<file path="config.mk">
export PLATFORM = sky130hd
export DESIGN_NAME = pin_glitch_filter
export DESIGN_NICKNAME = d
export VERILOG_FILES = /design/src/rtl/gf_pkg.sv /design/src/rtl/gf_tick_gen.sv /design/src/rtl/gf_lane.sv /design/src/rtl/pin_glitch_filter.sv
export SDC_FILE = /design/constraint.sdc
export NUM_CORES = 1
export LEC_CHECK = 0
export BUFFER_PORTS_ARGS = -buffer_cell sky130_fd_sc_hd__buf_2
export CAP_MARGIN = 20
export CORE_ASPECT_RATIO = 1.1
export CORE_MARGIN = 4
export CORE_UTILIZATION = 47
export CTS_CLUSTER_SIZE = 40
export DETAILED_ROUTE_END_ITERATION = 10
export PLACE_DENSITY = 0.71
export SYNTH_ARGS = -nofsm -noshare
export SYNTH_HDL_FRONTEND = slang
export SYNTH_SLANG_ARGS = --single-unit
</file>
<file path="constraint.sdc">
create_clock -name clk -period 2.49 [get_ports clk]
set_input_delay 0.6225 -clock clk [delete_from_list [all_inputs] [get_ports clk]]
set_output_delay 0.6225 -clock clk [all_outputs]
set_load 0.01 [all_outputs]
</file>
<file path="src/rtl/gf_pkg.sv">
package gf_pkg;
    localparam int SEL_W     = 2;
    localparam int T1_W      = 3;
    localparam int T2_W      = 3;
    localparam int T3_W      = 2;
    localparam int T2_BASE   = 5;
    localparam int T3_BASE   = 1;
    localparam int LPO_CNT_W = (1 << T1_W) - 1;
    localparam int BUS_CNT_W2 = (1 << T2_W) - 1 + T2_BASE;
    localparam int BUS_CNT_W3 = (1 << T3_W) - 1 + T3_BASE;
    localparam int BUS_CNT_W = (BUS_CNT_W2 > BUS_CNT_W3) ? BUS_CNT_W2 : BUS_CNT_W3;

    localparam logic [SEL_W-1:0] SEL_DIRECT = 2'd0;
    localparam logic [SEL_W-1:0] SEL_SET1   = 2'd1;
    localparam logic [SEL_W-1:0] SEL_SET2   = 2'd2;
    localparam logic [SEL_W-1:0] SEL_SET3   = 2'd3;

    typedef enum logic {
        GF_HOLD = 1'b0,
        GF_PEND = 1'b1
    } gf_state_e;
endpackage

</file>
<file path="src/rtl/gf_tick_gen.sv">
module gf_tick_gen
    import gf_pkg::*;
(
    input  logic            clk,
    input  logic            rst_n,
    input  logic            lpo_tick,
    input  logic [T1_W-1:0] thr1,
    input  logic [T2_W-1:0] thr2,
    input  logic [T3_W-1:0] thr3,
    output logic            en1,
    output logic            en2,
    output logic            en3
);
    logic [LPO_CNT_W-1:0] lpo_cnt_q;
    logic [BUS_CNT_W-1:0] bus_cnt_q;
    logic [LPO_CNT_W:0]   one_sh1, full1;
    logic [BUS_CNT_W:0]   one_sh2, one_sh3, full2, full3;
    logic [LPO_CNT_W-1:0] mask1;
    logic [BUS_CNT_W-1:0] mask2, mask3;

    always_ff @(posedge clk or negedge rst_n) begin
        if (!rst_n) begin
            lpo_cnt_q <= '0;
            bus_cnt_q <= '0;
        end else begin
            bus_cnt_q <= bus_cnt_q + 1'b1;
            if (lpo_tick) lpo_cnt_q <= lpo_cnt_q + 1'b1;
        end
    end

    // Low-order all-ones masks: a strobe fires when the counter's low bits wrap.
    always_comb begin
        one_sh1 = {{LPO_CNT_W{1'b0}}, 1'b1} << int'(thr1);
        one_sh2 = {{BUS_CNT_W{1'b0}}, 1'b1} << (int'(thr2) + T2_BASE);
        one_sh3 = {{BUS_CNT_W{1'b0}}, 1'b1} << (int'(thr3) + T3_BASE);
        full1   = one_sh1 - {{LPO_CNT_W{1'b0}}, 1'b1};
        full2   = one_sh2 - {{BUS_CNT_W{1'b0}}, 1'b1};
        full3   = one_sh3 - {{BUS_CNT_W{1'b0}}, 1'b1};
        mask1   = full1[LPO_CNT_W-1:0];
        mask2   = full2[BUS_CNT_W-1:0];
        mask3   = full3[BUS_CNT_W-1:0];
        en1     = lpo_tick && ((lpo_cnt_q & mask1) == mask1);
        en2     = (bus_cnt_q & mask2) == mask2;
        en3     = (bus_cnt_q & mask3) == mask3;
    end
endmodule

</file>
<file path="src/rtl/gf_lane.sv">
module gf_lane
    import gf_pkg::*;
(
    input  logic clk,
    input  logic rst_n,
    input  logic load,
    input  logic bypass,
    input  logic samp_en,
    input  logic din,
    output logic dout
);
    gf_state_e state_q, state_d;
    logic      differs;

    assign differs = din != dout;

    always_comb begin
        state_d = state_q;
        if (load || bypass) begin
            state_d = GF_HOLD;
        end else if (samp_en) begin
            unique case (state_q)
                GF_HOLD: state_d = differs ? GF_PEND : GF_HOLD;
                GF_PEND: state_d = GF_HOLD;
                default: state_d = GF_HOLD;
            endcase
        end
    end

    always_ff @(posedge clk or negedge rst_n) begin
        if (!rst_n) state_q <= GF_HOLD;
        else        state_q <= state_d;
    end

    always_ff @(posedge clk or negedge rst_n) begin
        if (!rst_n) begin
            dout <= 1'b0;
        end else if (load || bypass) begin
            dout <= din;
        end else if (samp_en && state_q == GF_PEND && differs) begin
            dout <= din;
        end
    end
endmodule

</file>
<file path="src/rtl/pin_glitch_filter.sv">
module pin_glitch_filter
    import gf_pkg::*;
#(
    parameter  int NUM_PORT_GRP = 8,
    parameter  int NUM_DED_GRP  = 4,
    parameter  int LANES        = 2,
    localparam int NUM_GRP      = NUM_PORT_GRP + NUM_DED_GRP,
    localparam int NIN          = NUM_GRP * LANES,
    localparam int T1_LSB       = SEL_W * NUM_GRP,
    localparam int T2_LSB       = T1_LSB + T1_W,
    localparam int T3_LSB       = T2_LSB + T2_W,
    localparam int CFG_W        = T3_LSB + T3_W
) (
    input  logic             clk,
    input  logic             rst_n,
    input  logic             cfg_we,
    input  logic [CFG_W-1:0] cfg_wdata,
    output logic [CFG_W-1:0] cfg_rdata,
    input  logic             lpo_tick,
    input  logic [NIN-1:0]   raw_in,
    output logic [NIN-1:0]   filt_out
);
    logic [CFG_W-1:0]   cfg_q;
    logic [NIN-1:0]     sync_q1, sync_q2;
    logic [1:0]         init_q;
    logic               load;
    logic               en1, en2, en3;
    logic [NUM_GRP-1:0] grp_en, grp_bypass;

    always_ff @(posedge clk or negedge rst_n) begin
        if (!rst_n)      cfg_q <= '0;
        else if (cfg_we) cfg_q <= cfg_wdata;
    end
    assign cfg_rdata = cfg_q;

    always_ff @(posedge clk or negedge rst_n) begin
        if (!rst_n) begin
            sync_q1 <= '0;
            sync_q2 <= '0;
        end else begin
            sync_q1 <= raw_in;
            sync_q2 <= sync_q1;
        end
    end

    // Outputs load the synchronized level until the synchronizer holds real data.
    always_ff @(posedge clk or negedge rst_n) begin
        if (!rst_n)              init_q <= 2'd0;
        else if (init_q != 2'd3) init_q <= init_q + 2'd1;
    end
    assign load = init_q != 2'd3;

    gf_tick_gen u_ticks (
        .clk      (clk),
        .rst_n    (rst_n),
        .lpo_tick (lpo_tick),
        .thr1     (cfg_q[T1_LSB +: T1_W]),
        .thr2     (cfg_q[T2_LSB +: T2_W]),
        .thr3     (cfg_q[T3_LSB +: T3_W]),
        .en1      (en1),
        .en2      (en2),
        .en3      (en3)
    );

    for (genvar g = 0; g < NUM_GRP; g++) begin : g_grp
        localparam bit IS_DED = (g >= NUM_PORT_GRP);
        logic [SEL_W-1:0] sel;
        assign sel = cfg_q[g*SEL_W +: SEL_W];

        always_comb begin
            unique case (sel)
                SEL_DIRECT: grp_en[g] = 1'b1;
                SEL_SET1:   grp_en[g] = en1;
                SEL_SET2:   grp_en[g] = en2;
                SEL_SET3:   grp_en[g] = en3;
                default:    grp_en[g] = 1'b1;
            endcase
        end
        assign grp_bypass[g] = IS_DED && (sel == SEL_DIRECT);

        for (genvar l = 0; l < LANES; l++) begin : g_lane
            gf_lane u_lane (
                .clk     (clk),
                .rst_n   (rst_n),
                .load    (load),
                .bypass  (grp_bypass[g]),
                .samp_en (grp_en[g]),
                .din     (sync_q2[g*LANES+l]),
                .dout    (filt_out[g*LANES+l])
            );
        end
    end
endmodule

</file>
==> results.cfg, run 1 <==
[power]
p_switching_mw = 2.76
powerDensity_mw_per_mm2 = 947
total_leakage_power_nw = 4.08
p_comb_share_pct = 30.0
p_int_mw = 5.93
switching_share_pct = 31.8
ir_worst_vdd_mv = 0.541
total_power_mw = 8.70
power_frac_clock_pct = 30.5
p_seq_share_pct = 39.4

[sta]
worstMarginPinSlew_ns = 0.951
setup_viol = 10
slew_violations = 0
finalHoldViolCount = 0
period_needed_ns = 2.55
tns_ns = -0.203
rsz0062_at_grt = yes
worst_slack_ns = -0.0633
whs_ns = 0.132
fin_crit_sh_pct = 103
fmax_mhz = 392
slew_headroom_pct = 35.9
fin_skew_ns = 0.00656

[cts]
cts_buffers = 17
cts_tree = yes
cts_buffer_depth = 2
clk_pin_slew_ns = 0.06
ctsRootBufferMaster = clkbuf_16
cts-htree-levels = 4
clkLatencyLatePin_ns = 0.43
ctsHoldBuffers = 0
cts.sinks = 149

[logic_synthesis]
synth_compound_area_share_pct = 14.4
postSynthAreaPerCell_um2 = 11.7
synth_seq_area_share_pct = 55.8
netlist_instances = 572
synth_top_family_by_area = compound AO/OA/AOI/OAI gates
synthArstFlopShare_pct = 100
synth_edf_count = 0
yosys_most_used_dff = dfrtp_1
synth.distinct_cells = 58
synth-xor-area-share_pct = 5.51
muxShareOfSynthArea_pct = 8.04
syn_area_mm2 = 0.00668
ys_warn_count = 0
synthSimpleGateAreaFrac_pct = 9.35
synthAdderAreaFrac_pct = 1.31
ys_seq_elements = 149

[setup_path]
cpMaxStageDelayCell = dfrtp_1
crit_family = compound AO/OA/AOI/OAI gates
required_ns = 2.80
timing.critical_path.buf_inv = 4
cp_common_cell = buf_6
max_stage_delay_ns = 0.39
crit_arrival_ns = 2.87
worstPathMaxFanout = 5
cp_cell_sequence = buf_6 -> nand2_4 -> inv_2 -> ha_4 -> o221ai_4 -> nor4_4 -> buf_6 -> buf_6 -> a32o_2 -> a221oi_2 -> mux2_4
start_kind = register
critPathKind = register to register
endpoint_kind = register

[placement]
dp_worst_setup_slack_ns = -0.277
hpwl_um = 10800
gp_congestion = 0.832
io_buffers = 115

[floorplanning]
die_h_um = 133
dieArea_mm2 = 0.0162
coreArea_mm2 = 0.0139
start_util_pct = 48.2
boundaryPins = 116
row_count = 45
die_w_um = 122

[detailed_routing]
wl_per_cell_um = 18.7
final_antenna_net_count = 0
avgViaCountPerCell = 5.62
firstDrtPassIters = 4
routed-via-count = 5183
drc_errors = 0
wl_um = 17200
drt_iter0_drc = 337

[status]
status = finished with violations
violations = setup timing

[grt]
grt_pass1_vias = 5308
antenna_found_initial = 0
grt_max_degree = 65
gr-total-overflow = 0
gr-usage-all-layers_pct = 20.7
grt_pass1_wl_um = 26400

[layout]
layout_common_cells = 149 x dfrtp_1, 114 x buf_2, 38 x o21ai_0, 37 x buf_4, 33 x nand2_1
drive_gt1_share_pct = 46.2
nets = 788
syn2layout_area_growth_pct = 37.5
mostFrequentLayoutCell = dfrtp_1
n_antenna_cell = 0
final_util_pct = 66.3

[hold_path]
hold_class = primary input to asynchronous set/reset pin

[run]
timing.max_cap.violations = 0
-- routing by layer --
layer  global-route usage, %  share of wire, %  vias up
met3                    5.17               4.7       33
met2                    34.8                53      123
li1                        -                 -     2369
met5                       0                 0        -
met1                    25.1                40     2658
met4                    8.78               2.3        0
-- flip-flops by register name, indices dropped and copies added, names as in the netlist --
signal,cells
g_grp.g_lane.u_lane.dout,24
u_ticks.bus_cnt_q,12
sync_q1,24
u_ticks.lpo_cnt_q,7
cfg_rdata,32
sync_q2,24
g_grp.g_lane.u_lane.state_q,24
init_q,2
-- synthesized netlist by cell type (3+ instances only) --
| library cell | number | area [um^2] |
|---|---|---|
| xor2_1 | 10 | 87.6 |
| or4_1 | 22 | 165 |
| a211oi_1 | 7 | 52.6 |
| a21oi_1 | 27 | 135 |
| and3_1 | 4 | 25.0 |
| a32o_1 | 3 | 30.0 |
| mux2i_1 | 3 | 30.0 |
| dfrtp_1 | 149 | 3730 |
| inv_1 | 31 | 116 |
| xnor2_1 | 32 | 280 |
| ha_1 | 7 | 87.6 |
| o31ai_1 | 14 | 105 |
| o21ai_0 | 41 | 205 |
| nor2_1 | 16 | 60.1 |
| a221oi_1 | 11 | 96.3 |
| mux2_2 | 45 | 507 |
| nand2_1 | 39 | 146 |
| nand4_1 | 3 | 18.8 |
| o41ai_1 | 7 | 61.3 |
| clkbuf_1 | 11 | 41.3 |
| buf_4 | 24 | 180 |
| nor2b_1 | 6 | 37.5 |
| nand2b_1 | 5 | 31.3 |
| a31oi_1 | 8 | 50.1 |
| nand3_1 | 5 | 25.0 |
| o211a_1 | 4 | 40.0 |
-- power groups by stage --
| stage | clock network [mW] | logic, mW | registers, mW |
|---|---|---|---|
| finish | 2.66 | 2.61 | 3.43 |
| detailed placement | 0 | 1.85 | 3.40 |
| global placement | 0 | 1.78 | 3.35 |
| global route | 2.81 | 2.82 | 3.49 |
| CTS | 2.70 | 2.01 | 3.37 |
| floorplan | 0 | 1.42 | 3.30 |
-- per-stage QoR --
step,cell area [um^2],std cells
floorplan,6700,573
global placement,7520,870
detailed placement,7520,870
CTS,8490,915
global route,9180,922
finish,9180,922
-- layout make-up --
cell class / count / area [um^2]
repair buffers: 167 / 1070
clock buffers: 21 / 470
multi-input cells: 354 / 3410
inverters: 32 / 120
flip-flops and latches: 149 / 3730
fillers: 993 / 4670
well taps: 188 / 235
clock inverters: 11 / 150
-- timing repair --
action                                  in CTS  in global routing
gates cloned                                 1                  0
setup buffers                               12                  8
resized for setup                           40                111
endpoints found under the setup margin      45                 46
pin swaps                                   26                 49
-- cell families (layout without fill, tap and decap cells) --
group,count (synthesis),after routing
other,1,2
buffers and inverters,71,231
AOI/OAI and AO/OA,143,143
and+or+nand+nor,111,112
DFF,149,149
muxes,48,48
xor gates and xnor gates,42,42
adders and majority gates,7,7
-- final timing paths --
path,from,endpoint,slack (ns),cells past startpoint
max in group asynchronous,rst_n,g_grp[11].g_lane[0].u_lane.dout$_DFFE_PN0P_,1.54,2
setup / recovery,cfg_rdata[30]$_DFFE_PN0P_,g_grp[8].g_lane[0].u_lane.dout$_DFFE_PN0P_,-0.06,11
hold reg to reg,sync_q1[3]$_DFF_PN0_,sync_q2[3]$_DFF_PN0_,0.34,0
hold / removal,rst_n,cfg_rdata[12]$_DFFE_PN0P_,0.13,1
min in group clk,raw_in[15],sync_q1[15]$_DFF_PN0_,0.30,1
setup reg to reg,cfg_rdata[30]$_DFFE_PN0P_,g_grp[8].g_lane[0].u_lane.dout$_DFFE_PN0P_,-0.06,11
Note: power is estimated with default switching activity, not from simulation.
==> run 2: changes to the inputs <==
==> constraint.sdc (replaced) <==
create_clock -name clk -period 2.49 [get_ports clk]
set_input_delay 0.6225 -clock clk [delete_from_list [all_inputs] [get_ports clk]]
set_output_delay 0.6225 -clock clk [all_outputs]
set_load 0.02 [all_outputs]
==> run 2 against run 1 <==
The run still ends with setup timing left. Register-to-register slack better by 0.02 ns. Clock power barely moved. Via count shrank 2.8%. Wire length fell by 2.3%. Hold slack improved by 0.0062 ns. Combinational power increased by 3%. Sequential share of layout area grew 0.75 points. Critical path depth down 1. Sequential power is essentially flat. Global-route usage down 1.0 points.
==> results.cfg, run 2 (synthesized netlist as in run 1, its figures left out) <==
[layout]
layout_common_cells = 145 x dfrtp_1, 114 x buf_2, 40 x o21ai_0, 33 x nand2_1, 31 x xnor2_1
nets = 772
final_util_pct = 65.2
largest_reg_flops = 32
n_antenna_cell = 0
fill_cells = 1036
syn2layout_area_growth_pct = 35.2
mostFrequentLayoutCell = dfrtp_1
drive_gt1_share_pct = 47.1

[floorplanning]
start_util_pct = 48.2
boundaryPins = 116
coreArea_mm2 = 0.0139
dieArea_mm2 = 0.0162
die_h_um = 133
row_count = 45
die_w_um = 122

[setup_path]
critPathKind = register to register
timing.critical_path.buf_inv = 3
max_stage_delay_ns = 0.55
crit_family = compound AO/OA/AOI/OAI gates
required_ns = 2.85
crit_arrival_ns = 2.89
worstPathMaxFanout = 8
endpoint_kind = register
cpMaxStageDelayCell = or4_1
start_kind = register
cp_cell_sequence = buf_4 -> nand2_2 -> inv_1 -> ha_4 -> o221ai_4 -> buf_12 -> o41ai_4 -> a31oi_4 -> or4_1 -> a21oi_1

[sta]
fin_skew_ns = 0.00809
rsz0062_at_grt = yes
period_needed_ns = 2.53
setup_viol = 8
fmax_mhz = 395
slew_headroom_pct = 30.6
fin_crit_sh_pct = 102
worst_slack_ns = -0.0420
worstMarginPinSlew_ns = 1.04
slew_violations = 0
finalHoldViolCount = 0

[detailed_routing]
final_antenna_net_count = 0
firstDrtPassIters = 5
drc_errors = 0
wl_um = 16800
routed-via-count = 5039
wl_per_cell_um = 18.5
drt_iter0_drc = 250
avgViaCountPerCell = 5.56

[grt]
grt_pass1_vias = 5145
antenna_found_initial = 0
grt_pass1_wl_um = 25100
gr-total-overflow = 0
gr-usage-all-layers_pct = 19.6
grt_max_degree = 55

[power]
total_leakage_power_nw = 4.02
power_frac_clock_pct = 30.6
p_switching_mw = 2.87
switching_share_pct = 32.7
powerDensity_mw_per_mm2 = 974
p_seq_share_pct = 38.9
ir_worst_vdd_mv = 0.558
p_int_mw = 5.92
p_comb_share_pct = 30.5

[placement]
dp_worst_setup_slack_ns = -0.111
hpwl_um = 10800
gp_congestion = 0.807
io_buffers = 115

[cts]
cts.sinks = 149
cts_buffer_depth = 2
cts-htree-levels = 4
cts_buffers = 17
clk_pin_slew_ns = 0.06
ctsRootBufferMaster = clkbuf_16
clkLatencyLatePin_ns = 0.43
cts_tree = yes

[status]
violations = setup timing
status = finished with violations

[run]
timing.max_cap.violations = 0

[hold_path]
hold_class = primary input to asynchronous set/reset pin
run 2: cell types whose count changed in the layout (fill, tap and decap cells not counted), sizes merged:
cell	change
nor4	-1
clkinv	-2
clkinvlp	-1
clkbuf	+3
buf	-15
run 2: per-stage QoR:
step	area (um^2)	total power, mW	hold slack (ns)	setup TNS, ns	cells
after floorplan	6770	4.93	0.327	-1.95	573
after global placement	7590	5.35	0.332	-0.509	863
after detailed placement	7590	5.46	0.335	-2.18	863
after CTS	8420	8.24	0.168	0	898
after global routing	9030	9.17	0.177	-2.15	906
final	9030	8.80	0.138	-0.155	906
run 2: area by class of cell:
cell class	instances	area [um^2]	share of cell area (%)
Sequential cell	149	3730	41.3
Multi-Input combinational cell	353	3370	37.3
Timing Repair Buffer	152	951	10.5
Clock buffer	24	502	5.56
Tap cell	188	235	2.60
Clock inverter	8	121	1.34
Inverter	32	120	1.33
run 2: routing by layer:
layer  up-vias  global-route usage (%)  part of all wire (%)
li1       2313                       -                     -
met5         -                       0                     0
met3        35                    4.57                   4.5
met2       145                    33.6                    52
met4         0                    9.22                   2.8
met1      2546                    23.2                    40
run 2: timing repair:
item	CTS	global route
setup endpoints to repair	38	48
resized for setup	29	107
hold buffers	0	0
buffers inserted	3	8
endpoints found under the hold margin	0	0
gates cloned	0	0
pin swaps	11	45
run 2: power by group through the flow:
stage | Clock (mW) | Sequential (mW) | Combinational (mW)
2_1_floorplan | 0 | 3.34 | 1.59
3_3_place_gp | 0 | 3.36 | 1.99
3_5_place_dp | 0 | 3.40 | 2.05
4_1_cts | 2.70 | 3.38 | 2.16
5_1_grt | 2.82 | 3.48 | 2.87
6_report | 2.69 | 3.43 | 2.68
run 2: path summary, 6_finish.rpt:
path / cells after the start / slack (ns) / startpoint / end
setup / recovery: 10 / -0.04 / cfg_rdata[31]$_DFFE_PN0P_ / g_grp[3].g_lane[0].u_lane.state_q$_DFFE_PN0P_
hold / removal: 1 / 0.14 / rst_n / sync_q1[2]$_DFF_PN0_
setup reg to reg: 10 / -0.04 / cfg_rdata[31]$_DFFE_PN0P_ / g_grp[3].g_lane[0].u_lane.state_q$_DFFE_PN0P_
hold reg to reg: 0 / 0.34 / sync_q1[17]$_DFF_PN0_ / sync_q2[17]$_DFF_PN0_
max in group asynchronous: 2 / 1.67 / rst_n / u_ticks.lpo_cnt_q[6]$_DFFE_PN0P_
min in group clk: 1 / 0.29 / raw_in[8] / sync_q1[8]$_DFF_PN0_
run 2: worst reg2reg max path: stages, from the launching register on:
cell	delay (ns)
dfrtp_2	0.40
buf_4	0.15
nand2_2	0.08
inv_1	0.07
ha_4	0.27
o221ai_4	0.14
buf_12	0.19
o41ai_4	0.35
a31oi_4	0.10
or4_1	0.55
a21oi_1	0.15
